## src/rtl/sdram_cmd_front.sv

```systemverilog
module sdram_cmd_front #(
  parameter int AW        = 10,
  parameter int COLW      = 8,
  parameter int DW        = 32,
  parameter int COLOR_SEL = 5,
  parameter int BLK_COLS  = 8
)(
  input  logic              clk,
  input  logic              rst_n,
  input  logic              cs_n,
  input  logic              ras_n,
  input  logic              cas_n,
  input  logic              we_n,
  input  logic              dsf,
  input  logic              ba,
  input  logic [AW-1:0]     addr,
  input  logic [DW-1:0]     dq_in,
  output logic [3:0]        cmd,
  output logic [1:0]        cmd_banks,
  output logic [AW-1:0]     cmd_addr,
  output logic [COLW:0]     cmd_cols,
  output logic              cmd_auto_pre,
  output logic [1:0]        bank_open,
  output logic [1:0]        cas_lat,
  output logic              burst_interleave,
  output logic              write_single,
  output logic              test_mode,
  output logic [DW-1:0]     color,
  output logic              proto_err
);
  localparam int CNTW    = COLW + 1;
  localparam int BLK_LSB = $clog2(BLK_COLS);
  localparam int AP_BIT  = AW - 1;
  localparam int OP_HI   = AW - 2;
  localparam int OP_LO   = AW - 3;

  localparam logic [3:0] C_NOP  = 4'd0;
  localparam logic [3:0] C_ACT  = 4'd1;
  localparam logic [3:0] C_RD   = 4'd2;
  localparam logic [3:0] C_WR   = 4'd3;
  localparam logic [3:0] C_BW   = 4'd4;
  localparam logic [3:0] C_PRE  = 4'd5;
  localparam logic [3:0] C_MRS  = 4'd6;
  localparam logic [3:0] C_SMRS = 4'd7;
  localparam logic [3:0] C_OTH  = 4'd8;

  logic [2:0] bl_q;
  logic       cl3_q;
  logic [3:0] dec;

  always_comb begin
    dec = C_NOP;
    if (!cs_n) begin
      case ({ras_n, cas_n, we_n})
        3'b011:         dec = C_ACT;
        3'b101:         dec = C_RD;
        3'b100:         dec = dsf ? C_BW : C_WR;
        3'b010:         dec = C_PRE;
        3'b000:         dec = dsf ? C_SMRS : C_MRS;
        3'b001, 3'b110: dec = C_OTH;
        default:        dec = C_NOP;
      endcase
    end
  end

  logic [1:0] ba_hot, pre_mask;
  logic       bank_hit;
  assign ba_hot   = ba ? 2'b10 : 2'b01;
  assign pre_mask = addr[AP_BIT] ? 2'b11 : ba_hot;
  assign bank_hit = |(bank_open & ba_hot);

  logic [2:0] bl_c, cl_c;
  logic       mr_normal, cl_ok, bl_ok;
  assign bl_c      = addr[2:0];
  assign cl_c      = addr[6:4];
  assign mr_normal = (addr[OP_HI:OP_LO] == 2'b00);
  assign cl_ok     = (cl_c == 3'b010) || (cl_c == 3'b011);
  assign bl_ok     = !bl_c[2] || ((bl_c == 3'b111) && !addr[3]);

  logic [AW-1:0] col_plain, col_blk;
  assign col_plain = AW'(addr[COLW-1:0]);
  assign col_blk   = AW'({addr[COLW-1:BLK_LSB], {BLK_LSB{1'b0}}});

  logic [CNTW-1:0] burst_cols;
  assign burst_cols = (bl_q == 3'b111) ? (CNTW'(1) << COLW) : (CNTW'(1) << bl_q[1:0]);

  assign cas_lat = cl3_q ? 2'd3 : 2'd2;

  always_ff @(posedge clk) begin
    if (!rst_n) begin
      cmd              <= C_NOP;
      cmd_banks        <= '0;
      cmd_addr         <= '0;
      cmd_cols         <= '0;
      cmd_auto_pre     <= 1'b0;
      bank_open        <= '0;
      bl_q             <= 3'b000;
      cl3_q            <= 1'b1;
      burst_interleave <= 1'b0;
      write_single     <= 1'b0;
      test_mode        <= 1'b0;
      color            <= '0;
      proto_err        <= 1'b0;
    end else begin
      cmd          <= dec;
      cmd_banks    <= '0;
      cmd_addr     <= '0;
      cmd_cols     <= '0;
      cmd_auto_pre <= 1'b0;
      case (dec)
        C_ACT: begin
          cmd_banks <= ba_hot;
          cmd_addr  <= addr;
          bank_open <= bank_open | ba_hot;
        end
        C_RD, C_WR, C_BW: begin
          cmd_banks    <= ba_hot;
          cmd_auto_pre <= addr[AP_BIT];
          if (dec == C_BW) begin
            cmd_addr <= col_blk;
            cmd_cols <= CNTW'(BLK_COLS);
          end else begin
            cmd_addr <= col_plain;
            cmd_cols <= (dec == C_WR && write_single) ? CNTW'(1) : burst_cols;
          end
          if (addr[AP_BIT]) bank_open <= bank_open & ~ba_hot;
          if (!bank_hit) proto_err <= 1'b1;
        end
        C_PRE: begin
          cmd_banks <= pre_mask;
          bank_open <= bank_open & ~pre_mask;
        end
        C_MRS: begin
          if (!mr_normal) begin
            test_mode <= 1'b1;
          end else if (cl_ok && bl_ok) begin
            bl_q             <= bl_c;
            burst_interleave <= addr[3];
            cl3_q            <= cl_c[0];
            write_single     <= addr[AP_BIT];
            test_mode        <= 1'b0;
          end else begin
            proto_err <= 1'b1;
          end
        end
        C_SMRS: begin
          if (addr[COLOR_SEL]) color <= dq_in;
        end
        default: ;
      endcase
    end
  end
endmodule

```

## config.mk

```make
export PLATFORM = sky130hd
export DESIGN_NAME = sdram_cmd_front
export DESIGN_NICKNAME = d
export VERILOG_FILES = /design/src/rtl/sdram_cmd_front.sv
export SDC_FILE = /design/constraint.sdc
export NUM_CORES = 1
export LEC_CHECK = 0
export ABC_AREA = 0
export CAP_MARGIN = 5
export CORE_ASPECT_RATIO = 2
export CORE_MARGIN = 3
export CORE_UTILIZATION = 46
export DETAILED_ROUTE_END_ITERATION = 7
export DONT_BUFFER_PORTS = 1
export MAX_ROUTING_LAYER = met4
export SLEW_MARGIN = 20
export SYNTH_ARGS = -nofsm -noshare
export SYNTH_HDL_FRONTEND = slang
export SYNTH_SLANG_ARGS = --single-unit
```

## constraint.sdc

```tcl
create_clock -name clk -period 3.34 [get_ports clk]
set_clock_uncertainty 0.1 [all_clocks]
set_input_delay 0.668 -clock clk [delete_from_list [all_inputs] [get_ports clk]]
set_output_delay 0.668 -clock clk [all_outputs]
set_load 0.02 [all_outputs]
```

==> impl_results.rst <==
.. list-table::
   :header-rows: 1

   * - Metric
     - Value
   * - Hold Path Class
     - in2reg
   * - Top-level port count
     - 116
   * - Portion of the clock cycle consumed by the worst path in the final layout
     - 50.0%
   * - Count of H-tree levels built during CTS
     - 3
   * - Syn Inst Count
     - 289
   * - Outcome
     - finished, final reports clean
   * - Delay of the slowest cell on the worst path
     - 360 ps
   * - Crit path arrival time
     - 1830 ps
   * - Starting utilization of the core area
     - 48.7%
   * - Setup crit end kind
     - flop
   * - Crit Path Max Fanout
     - 15
   * - Slew of the pin with the lowest slew margin
     - 470 ps
   * - Routed length per instance
     - 16.6 um
   * - Total global routing track utilization
     - 19.2%
   * - # resized after CTS
     - 0
   * - DRC viols
     - 0
   * - Cells taking the most area after synthesis
     - sky130_fd_sc_hd__dfxtp_1 50%, sky130_fd_sc_hd__nand2_1 11%, sky130_fd_sc_hd__a21boi_1 8.8%
   * - Max stage delay cell, worst path
     - sky130_fd_sc_hd__nor4_4
   * - Max rail drop VDD
     - 0.481 mV
   * - Fmax
     - 0.599 GHz
   * - Worst relative slew slack
     - 67.9%
   * - Floorplan die area
     - 0.00652 mm2
   * - Number of violations reported at the end of detailed-routing iteration 0
     - 103
   * - Detailed-route via count
     - 1868
   * - Pre-antenna DRT Iters
     - 4
   * - Met3 Use GR
     - 6.76%
   * - Vias in the first global route
     - 1901
   * - Yosys warns
     - 0
   * - Number of hold violations in the final report
     - 0
   * - Setup crit start kind
     - input pin
   * - Met2 Usage GRT
     - 32.8%
   * - Most common cell after layout, fill and taps aside
     - sky130_fd_sc_hd__nand2_1
   * - Unrepaired setup endpoints after global routing
     - false
   * - Netlist Area Pre-Place
     - 0.00255 mm2
   * - Clock-pin slew on the worst setup and hold paths
     - 70 ps
   * - Core region area
     - 0.00523 mm2
   * - Share of post-route cells with drive strength above 1
     - 6.67%
   * - Top cell family by delay on the critical path
     - simple AND/OR/NAND/NOR gates
   * - Static Leak
     - 0.964 nW
   * - Commonest non-fill, non-tap cells in the layout
     - 78 x sky130_fd_sc_hd__nand2_1, 64 x sky130_fd_sc_hd__dfxtp_1, 30 x sky130_fd_sc_hd__a21boi_1
   * - Peak-usage layer in the global routing report
     - met2
   * - Chip Height
     - 111 um
   * - Number of hold buffers added after cts
     - 0
   * - Post-DP HPWL
     - 4220 um
   * - Worst-Skew Late Latency
     - 330 ps
   * - Number of unique standard cell types used by synthesis
     - 39
   * - Proportion of synthesized chip area in sequential cells
     - 50.3%
   * - Port-buffer cells
     - 0
   * - FF+latch count, synth
     - 64
   * - Largest area contributor in the synthesized netlist
     - sky130_fd_sc_hd__dfxtp_1
   * - WP data required
     - 3500 ps
   * - Mux share of post-synthesis cell area
     - 1.96%
   * - Average instance area after synthesis
     - 8.82 um2
   * - Max-capacitance violation count
     - 0
   * - Number of antenna violations at the first check in global routing
     - 0
   * - Global-route wire length before repair
     - 9130 um
   * - Clock root buffer
     - sky130_fd_sc_hd__clkbuf_8
   * - Die extent in x
     - 58.6 um
   * - Total negative slack for setup checks
     - 0 ps
   * - Number of placement rows
     - 37
   * - Buffers plus inverters on the worst setup path
     - 0
   * - Fraction of synthesized cell area taken by the top area cell type
     - 50.3%
   * - Synthesized-area fraction occupied by ao, oa, aoi and oai cells
     - 15.8%
   * - TritonCTS buffer count
     - 9
   * - Final instance count without filler cells
     - 343
   * - Net count of the finished layout
     - 330
   * - Cells after DPL
     - 327
   * - Areal power density over the cells
     - 538 mW/mm2
   * - Final count of pins violating max slew
     - 0
   * - Xor/xnor share of the synthesized area
     - 0.344%
   * - Combinational family with the most area after synthesis
     - simple AND/OR/NAND/NOR gates
   * - TritonCTS clock tree
     - done
   * - Antenna Diode Count
     - 0
   * - Synthesized-area fraction occupied by and/or/nand/nor cells
     - 25.2%
   * - Final weighted congestion in routability-driven placement
     - 0.746
   * - Synthesized-area fraction occupied by adder cells
     - 0%
   * - Overflow left after global routing
     - 0
   * - DRT Wirelength
     - 5710 um
   * - Via-per-instance ratio
     - 5.45
   * - Antenna violation net count after detailed routing
     - 0
   * - Post-CTS setup repair buffer count
     - 0
   * - Final period demand of the worst path
     - 1670 ps
   * - Final-report setup violation count
     - 0
   * - Pin count of the biggest net entering global routing
     - 52
   * - Critical path start-end classification
     - in2reg
   * - Maximum buffer depth of the clock tree
     - 2
   * - Sinks on Clock Net
     - 64
   * - Critical-path cell list
     - nor4_4 > and2b_1 > and3_1 > mux2i_1
   * - Met1 GRT Util
     - 17.6%
   * - Syn-to-layout area delta
     - 5.15%
cell type report:
type                    count  area, um2
flip-flops and latches     64       1280
fillers                   525       2550
inverters                   1       3.75
multi-input cells         202       1120
well taps                  58       72.6
clock inverters             3       15.0
repair buffers              2       15.0
clock buffers              13        169
path summary, 6_finish.rpt:
check / start / depth (start not counted) / end / slack (ps)
min: we_n / 1 / cmd[2] / 320
min reg2reg: bl_q[2] / 2 / cmd_cols[8] / 400
max: ras_n / 4 / write_single / 1670
max reg2reg: bank_open[0] / 3 / proto_err / 1990
metrics by stage:
stage / instance area, um2 / worst slack, ps / hold WS (ps) / power, mW / utilization [%]
6_report: 2680 / 1670 / 318 / 1.44 / 51.2
3_3_place_gp: 2500 / 1390 / 381 / 0.858 / 47.7
5_1_grt: 2680 / 1550 / 282 / 1.51 / 51.2
4_1_cts: 2680 / 1690 / 297 / 1.47 / 51.2
2_1_floorplan: 2560 / 1580 / 349 / 0.868 / -
3_5_place_dp: 2500 / 1330 / 395 / 0.859 / 47.7
cell families after synthesis:
| logic type | after synthesis |
|---|---|
| AND/OR/NAND/NOR | 135 |
| flip-flops | 64 |
| AO/OA/AOI/OAI | 56 |
| buffers and inverters | 26 |
| multiplexers | 5 |
| other | 2 |
| XOR/XNOR | 1 |
registers in the layout, summed over array words and instances (netlist names), 2 cells and up:
| signal | flops |
|---|---|
| bl_q | 3 |
| bank_open | 2 |
| cmd | 4 |
| cmd_banks | 2 |
| color | 32 |
| cmd_cols | 5 |
| cmd_addr | 10 |
report_power, final:
part           switching [mW]  internal, mW  total (mW)
clock                   0.273         0.326       0.600
sequential             0.0186         0.774       0.792
combinational          0.0252        0.0236      0.0488
routing by layer:
layer | share of wire [%] | vias up
li1 | - | 929
met1 | 34 | 849
met2 | 56 | 74
met3 | 7.1 | 16
met4 | 3.4 | 0
met5 | 0 | -
synth_stat cells, drive strengths merged:
| master | number |
|---|---|
| nand2 | 78 |
| dfxtp | 64 |
| a21boi | 32 |
| buf | 15 |
| and2 | 11 |
| nor2 | 11 |
| clkbuf | 10 |
| nand2b | 7 |
| nor2b | 6 |
| a21oi | 5 |
| mux2i | 5 |
| o21ai | 5 |
| nand3 | 4 |
| nand3b | 4 |
| nor3b | 4 |
| a31oi | 3 |
| nor4 | 3 |
| and3 | 2 |
| conb | 2 |
| nor3 | 2 |
| o21a | 2 |
| a2111oi | 1 |
| a211oi | 1 |
| a22o | 1 |
| a32oi | 1 |
| and2b | 1 |
| inv | 1 |
| nand4 | 1 |
| o2111ai | 1 |
| o211a | 1 |
| o211ai | 1 |
| o31a | 1 |
| o32a | 1 |
| or3b | 1 |
| xor2 | 1 |
No activity file was read; power rests on OpenSTA's default activity.
